<file path="src/rtl/prg_bank_pkg.sv">
package prg_bank_pkg;

  localparam logic [15:0] PAGE_REG_BASE = 16'h8000;
  localparam logic [15:0] MODE_REG_ADDR = 16'hD000;

  typedef enum logic [1:0] {
    LAYOUT_FIXED   = 2'd0,
    LAYOUT_PAIR    = 2'd1,
    LAYOUT_DIRECT  = 2'd2,
    LAYOUT_REVERSE = 2'd3
  } layout_e;

  typedef struct packed {
    logic    low_remap;
    logic    top_sel;
    layout_e layout;
  } mode_t;

endpackage

</file>
<file path="src/rtl/prg_bank_regs.sv">
module prg_bank_regs
  import prg_bank_pkg::*;
#(
  parameter int unsigned NUM_PAGES = 24,
  parameter int unsigned NUM_REGS  = 4,
  parameter int unsigned DATA_W    = 8,
  parameter int unsigned ADDR_W    = 16
) (
  input  logic                              clk_i,
  input  logic                              rst_ni,
  input  logic                              wr_en_i,
  input  logic [ADDR_W-1:0]                 wr_addr_i,
  input  logic [DATA_W-1:0]                 wr_data_i,
  output logic [NUM_REGS-1:0][DATA_W-1:0]   page_q_o,
  output mode_t                             mode_q_o
);

  localparam int unsigned SEL_W = $clog2(NUM_REGS);

  logic page_hit;
  logic mode_hit;
  logic unused_data_bits;

  assign page_hit = wr_en_i &&
                    (wr_addr_i[ADDR_W-1:SEL_W] == PAGE_REG_BASE[ADDR_W-1:SEL_W]);
  assign mode_hit = wr_en_i && (wr_addr_i == MODE_REG_ADDR);

  // Data bits 6:3 carry no mode field
  assign unused_data_bits = ^wr_data_i[6:3];

  for (genvar i = 0; i < NUM_REGS; i++) begin : g_page
    localparam logic [DATA_W-1:0] RST_VAL = DATA_W'(NUM_PAGES - NUM_REGS + i);
    always_ff @(posedge clk_i or negedge rst_ni) begin
      if (!rst_ni) begin
        page_q_o[i] <= RST_VAL;
      end else if (page_hit && (wr_addr_i[SEL_W-1:0] == SEL_W'(i))) begin
        page_q_o[i] <= wr_data_i;
      end
    end
  end

  always_ff @(posedge clk_i or negedge rst_ni) begin
    if (!rst_ni) begin
      mode_q_o <= '0;
    end else if (mode_hit) begin
      mode_q_o.layout    <= layout_e'(wr_data_i[1:0]);
      mode_q_o.top_sel   <= wr_data_i[2];
      mode_q_o.low_remap <= wr_data_i[7];
    end
  end

endmodule

</file>
<file path="src/rtl/prg_bank_layout.sv">
module prg_bank_layout
  import prg_bank_pkg::*;
#(
  parameter int unsigned NUM_PAGES = 24,
  parameter int unsigned NUM_SLOTS = 4,
  parameter int unsigned DATA_W    = 8,
  localparam int unsigned PAGE_W   = $clog2(NUM_PAGES)
) (
  input  logic [NUM_SLOTS-1:0][DATA_W-1:0] page_q_i,
  input  mode_t                            mode_i,
  output logic [NUM_SLOTS-1:0][PAGE_W-1:0] slot_page_o,
  output logic                             low_valid_o,
  output logic [PAGE_W-1:0]                low_page_o
);

  localparam logic [PAGE_W-1:0] LAST_PAGE = PAGE_W'(NUM_PAGES - 1);

  function automatic logic [PAGE_W-1:0] wrap(input logic [DATA_W:0] v);
    return PAGE_W'(32'(v) % NUM_PAGES);
  endfunction

  for (genvar s = 0; s < NUM_SLOTS; s++) begin : g_slot
    localparam logic [PAGE_W-1:0] FIX_PAGE = PAGE_W'(NUM_PAGES - NUM_SLOTS + s);
    logic [PAGE_W-1:0] pair_page;
    logic [PAGE_W-1:0] direct_page;
    logic [PAGE_W-1:0] rev_page;

    // Only the two lowest slots follow the doubled register
    if (s < 2) begin : g_pair
      assign pair_page = wrap({page_q_i[1], 1'b0} + (DATA_W + 1)'(s));
    end else begin : g_pair_fix
      assign pair_page = FIX_PAGE;
    end

    if (s == NUM_SLOTS - 1) begin : g_top
      assign direct_page = mode_i.top_sel ? wrap({1'b0, page_q_i[s]}) : LAST_PAGE;
    end else begin : g_low
      assign direct_page = wrap({1'b0, page_q_i[s]});
    end

    assign rev_page = wrap({1'b0, page_q_i[NUM_SLOTS-1-s]});

    always_comb begin
      unique case (mode_i.layout)
        LAYOUT_FIXED:   slot_page_o[s] = FIX_PAGE;
        LAYOUT_PAIR:    slot_page_o[s] = pair_page;
        LAYOUT_DIRECT:  slot_page_o[s] = direct_page;
        LAYOUT_REVERSE: slot_page_o[s] = rev_page;
        default:        slot_page_o[s] = FIX_PAGE;
      endcase
    end
  end

  assign low_valid_o = (mode_i.layout == LAYOUT_DIRECT) && !mode_i.top_sel && mode_i.low_remap;
  assign low_page_o  = low_valid_o ? wrap({1'b0, page_q_i[NUM_SLOTS-1]}) : '0;

endmodule

</file>
<file path="src/rtl/prg_bank_mapper.sv">
module prg_bank_mapper
  import prg_bank_pkg::*;
#(
  parameter int unsigned NUM_PAGES = 24,
  localparam int unsigned NUM_SLOTS = 4,
  localparam int unsigned DATA_W    = 8,
  localparam int unsigned ADDR_W    = 16,
  localparam int unsigned PAGE_W    = $clog2(NUM_PAGES)
) (
  input  logic                             clk_i,
  input  logic                             rst_ni,
  input  logic                             wr_en_i,
  input  logic [ADDR_W-1:0]                wr_addr_i,
  input  logic [DATA_W-1:0]                wr_data_i,
  output logic [NUM_SLOTS-1:0][PAGE_W-1:0] slot_page_o,
  output logic                             low_valid_o,
  output logic [PAGE_W-1:0]                low_page_o
);

  logic [NUM_SLOTS-1:0][DATA_W-1:0] page_q;
  mode_t                            mode_q;
  logic [1:0]                       cur_layout;
  logic                             cur_top_sel;
  logic                             cur_low_remap;

  prg_bank_regs #(
    .NUM_PAGES (NUM_PAGES),
    .NUM_REGS  (NUM_SLOTS),
    .DATA_W    (DATA_W),
    .ADDR_W    (ADDR_W)
  ) u_regs (
    .clk_i     (clk_i),
    .rst_ni    (rst_ni),
    .wr_en_i   (wr_en_i),
    .wr_addr_i (wr_addr_i),
    .wr_data_i (wr_data_i),
    .page_q_o  (page_q),
    .mode_q_o  (mode_q)
  );

  prg_bank_layout #(
    .NUM_PAGES (NUM_PAGES),
    .NUM_SLOTS (NUM_SLOTS),
    .DATA_W    (DATA_W)
  ) u_layout (
    .page_q_i    (page_q),
    .mode_i      (mode_q),
    .slot_page_o (slot_page_o),
    .low_valid_o (low_valid_o),
    .low_page_o  (low_page_o)
  );

  assign cur_layout    = mode_q.layout;
  assign cur_top_sel   = mode_q.top_sel;
  assign cur_low_remap = mode_q.low_remap;

endmodule

</file>
<file path="config.mk">
export PLATFORM = sky130hd
export DESIGN_NAME = prg_bank_mapper
export DESIGN_NICKNAME = d
export VERILOG_FILES = /design/src/rtl/prg_bank_pkg.sv /design/src/rtl/prg_bank_regs.sv /design/src/rtl/prg_bank_layout.sv /design/src/rtl/prg_bank_mapper.sv
export SDC_FILE = /design/constraint.sdc
export NUM_CORES = 1
export LEC_CHECK = 0
export ABC_CLOCK_PERIOD_IN_PS = 3300
export BUFFER_PORTS_ARGS = -buffer_cell sky130_fd_sc_hd__buf_2
export CAP_MARGIN = 20
export CELL_PAD_IN_SITES_DETAIL_PLACEMENT = 0
export CELL_PAD_IN_SITES_GLOBAL_PLACEMENT = 2
export CORE_MARGIN = 3
export CORE_UTILIZATION = 38
export CTS_CLUSTER_DIAMETER = 40
export DETAILED_ROUTE_END_ITERATION = 6
export PLACE_DENSITY_LB_ADDON = 0.1
export RECOVER_POWER = 100
export SLEW_MARGIN = 20
export SYNTH_ARGS = -nofsm -noshare
export SYNTH_HDL_FRONTEND = slang
export SYNTH_HIERARCHICAL = 1
export SYNTH_SLANG_ARGS = --single-unit
</file>
<file path="constraint.sdc">
create_clock -name clk_i -period 3.3 [get_ports clk_i]
set_input_delay 0.165 -clock clk_i [delete_from_list [all_inputs] [get_ports clk_i]]
set_output_delay 0.165 -clock clk_i [all_outputs]
set_load 0.03 [all_outputs]
</file>
Yosys cells after proc, flatten, opt, wreduce, memory -nomap -nowiden

Index checks and enable logic that the tools add are counted.

Register bits after elaboration: 36
Bits of input ports: 27
Logic and storage cells: 40

Div/mod/pow operators: 6
Mux-type cells: 6
Add/subtract/negate cells: 1
Reduce and logical (&&, ||, !) cells: 12
Equal/unequal tests: 8

Operator list:

| kind                                                                     | number |
|---|---|
| 8-bit by 5-bit remainder unit with 32-bit output (second input constant) | 4 |
| 9-bit by 5-bit remainder unit with 32-bit output (second input constant) | 2 |
| 5-bit one-hot mux with 4 select lines                                    | 2 |
| 5-bit one-hot mux with 3 select lines                                    | 2 |
| 16-bit == test (second input constant)                                   | 1 |
| 14-bit == test (second input constant)                                   | 1 |
| 5-bit 2-to-1 mux                                                         | 2 |
| 9-bit by 1-bit adder with 9-bit output (second input constant)           | 1 |
| 2-bit == test (second input constant)                                    | 4 |
| 1-bit logical AND                                                        | 8 |
| 2-bit by 1-bit == test with 1-bit output (second input constant)         | 2 |
| 2-bit logical NOT                                                        | 2 |
| 2-bit OR reduction                                                       | 1 |
| 1-bit logical NOT                                                        | 1 |

Depth between registers and ports, before layout

Depth after elaboration: 4
Depth in mapped cells: 9

By module

The synthesis kept the hierarchy.

Modules (own cells, without submodules):

| module          | seq. area each (sq um) | area an instance (sq um) | cells an instance | times used |
|---|---|---|---|---|
| prg_bank_regs   | 915.9                  | 1544.0                   | 84                | 1 |
| prg_bank_layout | 0.0                    | 1463.9                   | 227               | 1 |

Worst setup path before layout

OpenSTA, ideal clock, no wires.

Kind: register to output
Start: register u_regs/page_q_o[14] (netlist bit)
End: output port slot_page_o[14] (netlist bit)
Arrival: 2.569 ns
Cell stages (with the launch flop): 10
Buffers on the path: 2
Path slack: 0.566 ns
Required time: 3.135 ns
Cell sequence: dfrtp_1 -> buf_2 -> clkbuf_1 -> ha_1 -> or3b_2 -> a21oi_2 -> o21ai_0 -> mux2i_1 -> nor2_1 -> o21ai_0

RTL lines:

| element                         | line                  | text |
|---|---|---|
| start, declared                 | prg_bank_regs.sv:14   | `output logic [NUM_REGS-1:0][DATA_W-1:0] page_q_o,` |
| start signal, assigned by index | prg_bank_regs.sv:37   | `page_q_o[i] <= wr_data_i;` |
| end, declared                   | prg_bank_mapper.sv:15 | `output logic [NUM_SLOTS-1:0][PAGE_W-1:0] slot_page_o,` |

==> results.sh <==
export IMPL_synthArstFlopShare=1.00
export IMPL_grt_max_degree=37
export IMPL_cts_root_buffer="clkbuf_8"
export IMPL_first_pass_iters=4
export IMPL_drive_gt1_frac=0.216
export IMPL_grt_first_pass_wirelength_um=11800
export IMPL_ys_seq_area_frac=0.304
export IMPL_fp_dieH_um=95.0
export IMPL_grt_usage=0.168
export IMPL_ir_worst_vdd_v=0.000148
export IMPL_postRouteAntennaNets=0
export IMPL_gr_total_overflow=0
export IMPL_violations="capacitance limit, slew limit"
export IMPL_port_buffers=52
export IMPL_wl_per_cell_um=16.2
export IMPL_synth_seq_cells=36
export IMPL_syn_cell_area_mm2=0.00301
export IMPL_clock_fmax_mhz=328
export IMPL_grt_pass1_vias=2150
export IMPL_grt_antenna_before_repair=0
export IMPL_cts_buffers=5
export IMPL_hold_viol=0
export IMPL_die_x_um=95.0
export IMPL_crit_buf_inv=1
export IMPL_path_clk_slew_ns=0.08
export IMPL_ys_types=70
export IMPL_leakagePower_nw=1.45
export IMPL_rows=31
export IMPL_synth_cells=311
export IMPL_start_util=0.404
export IMPL_dp_hpwl_um=5580
export IMPL_maxSlewHeadroom=-0.251
export IMPL_drv_slew=43
export IMPL_layout_nets=386
export IMPL_critical_path_top_delay_family="simple AND/OR/NAND/NOR gates"
export IMPL_synth_edf_count=0
export IMPL_vias=2460
export IMPL_tritoncts="built"
export IMPL_endpoint_kind="primary output"
export IMPL_routed_wl_um=7390
export IMPL_cp_cell_sequence="ha_1 > or3b_1 > a21boi_0 > o22ai_1 > mux2i_1 > and3_1 > o21a_1 > clkbuf_1"
export IMPL_diodes=0
export IMPL_slowest_stage="dfrtp_1"
export IMPL_syn_num_nets=342
export IMPL_report_final_setup_viol=0
export IMPL_ys_flop_type="dfrtp_1"
export IMPL_globalplace_congestion=0.802
export IMPL_htreeDepth=2
export IMPL_drtIter0Drc=86
export IMPL_drc=0
export IMPL_io_pins=53
export IMPL_cpPeakStageDelay_ns=0.47
export IMPL_clock_latency_ns=0.28
export IMPL_hold_ws_ns=0.173
export IMPL_cap_violations=2
export IMPL_path_max_fanout=10
export IMPL_startpoint_type="register"
export IMPL_n_fill_cell=763
export IMPL_cp_arrival_ns=2.88
export IMPL_die_area_mm2=0.00902
export IMPL_worstPathRequired_ns=3.13
export IMPL_power_density_mw_per_mm2=269
export IMPL_worstSetupPathType="reg2out"
export IMPL_yosysWarningCount=6
export IMPL_area_growth_syn_to_layout_pct=11.9
export IMPL_finalCritPeriodShare=0.924
export IMPL_vias_per_cell=5.41
export IMPL_min_path_type="in2reg"
export IMPL_cts_sinks=36
export IMPL_avgSynthCellArea_um2=9.67
export IMPL_layout_min_cycle_time_ns=3.05
export IMPL_rrSetupSlack_ns=1.93
export IMPL_run_status="finished, violations left"
export IMPL_setup_tns_ns=0
export IMPL_worst_slew_pin_slew_ns=1.88
export IMPL_finClkSkew_ns=0
export IMPL_ctsLongestPathBuffers=2
export IMPL_rsz0062_at_grt="false"
export IMPL_fp_coreArea_mm2=0.00745
[cell families after synthesis]
| kind of cell | share of synthesized area |
|---|---|
| AOI/OAI and AO/OA | 0.159 |
| DFF | 0.304 |
| and+or+nand+nor | 0.273 |
| muxes | 0.195 |
| xor gates and xnor gates | 0.0116 |
| adders and majority gates | 0.0166 |
| buffers and inverters | 0.0395 |
[routing by layer]
layer  GRT usage  vias up  routed length, um
li1            -     1241                  -
met1       0.261     1142               3820
met2       0.237       75               3100
met3      0.0422        2                464
met4      0.0252        0                 12
met5           0        -                  0
[metrics by stage]
stage                     power [mW]  utilization  worst slack (ns)  cell area, um^2  cells
after floorplan                0.459            -             0.566             3010    311
final                          0.906        0.452             0.250             3370    455
after global routing           0.942        0.452             0.108             3370    455
after detailed placement       0.495        0.447             0.685             3330    446
after CTS                      0.921        0.465             0.350             3470    455
after global placement         0.495        0.447             0.633             3330    446
[state kept, by name, indices dropped and copies added (netlist names)]
signal           count
u_regs/mode_q_o      4
u_regs/page_q_o     32
[Yosys cell counts, drive strengths merged (5+ instances only)]
cell type / count / area, um^2
a21oi: 11 / 58.8
clkbuf: 10 / 37.5
or2: 5 / 31.3
nand3: 5 / 37.5
o21ai: 12 / 60.1
nor2b: 8 / 50.1
dfstp: 12 / 315
a211oi: 6 / 50.1
nor3b: 7 / 57.6
nor3: 6 / 41.3
mux2: 37 / 477
mux2i: 11 / 110
and2: 5 / 31.3
buf: 8 / 40.0
dfrtp: 24 / 601
inv: 11 / 41.3
nand2: 30 / 113
nor2: 21 / 81.3
nand2b: 10 / 62.6
[layout by cell type (no fill, tap or decap), drive strengths merged, types with 3 or more instances in the layout]
cell / n
inv: 11
a211oi: 6
nor4bb: 4
xnor2: 3
and2: 5
nor3b: 7
mux2: 37
o21ai: 12
buf: 33
a21oi: 11
or2: 5
clkbuf: 28
a31oi: 3
nor3: 6
nand2: 30
nor2b: 8
nor4b: 3
mux2i: 11
nand3: 5
dfrtp: 24
nor2: 21
ha: 4
a211o: 3
o22ai: 3
nand2b: 10
nand3b: 4
dfstp: 12
[worst register-to-register path: stages (launching register included)]
cell and delay [ns]:
dfrtp_1 0.34, clkbuf_1 0.73, mux2_1 0.24
[cell type report]
cell class	instances	area [um^2]	area share
tap	99	124	0.0368
clock inverter	1	30.0	0.00892
multi-input combinational	246	1900	0.565
inverter	11	41.3	0.0123
clock buffer	7	96.3	0.0286
timing repair buffer	55	258	0.0766
sequential	36	916	0.272
[power breakdown]
part	switching [mW]	internal (mW)	total, mW
clock	0.154	0.267	0.421
sequential	0.000303	0.442	0.442
combinational	0.0268	0.0154	0.0423
total	0.182	0.724	0.906
[repair_timing]
| item | CTS | global route |
|---|---|---|
| endpoints found under the hold margin | 24 | 0 |
| setup buffers | 0 | 0 |
| hold buffers | 1 | 0 |
| resized for setup | 0 | 0 |
[worst paths after layout]
| path | from | end | depth (start not counted) |
|---|---|---|---|
| min in group asynchronous | rst_ni | u_regs/page_q_o[30] | 2 |
| min | wr_data_i[0] | u_regs/page_q_o[16] | 2 |
| min reg2reg | u_regs/mode_q_o[3] | u_regs/mode_q_o[3] | 1 |
| max in group asynchronous | rst_ni | u_regs/page_q_o[22] | 2 |
| max reg2reg | u_regs/mode_q_o[0] | u_regs/mode_q_o[0] | 2 |
| max | u_regs/page_q_o[31] | slot_page_o[18] | 8 |
(Power assumes the default switching activity.)
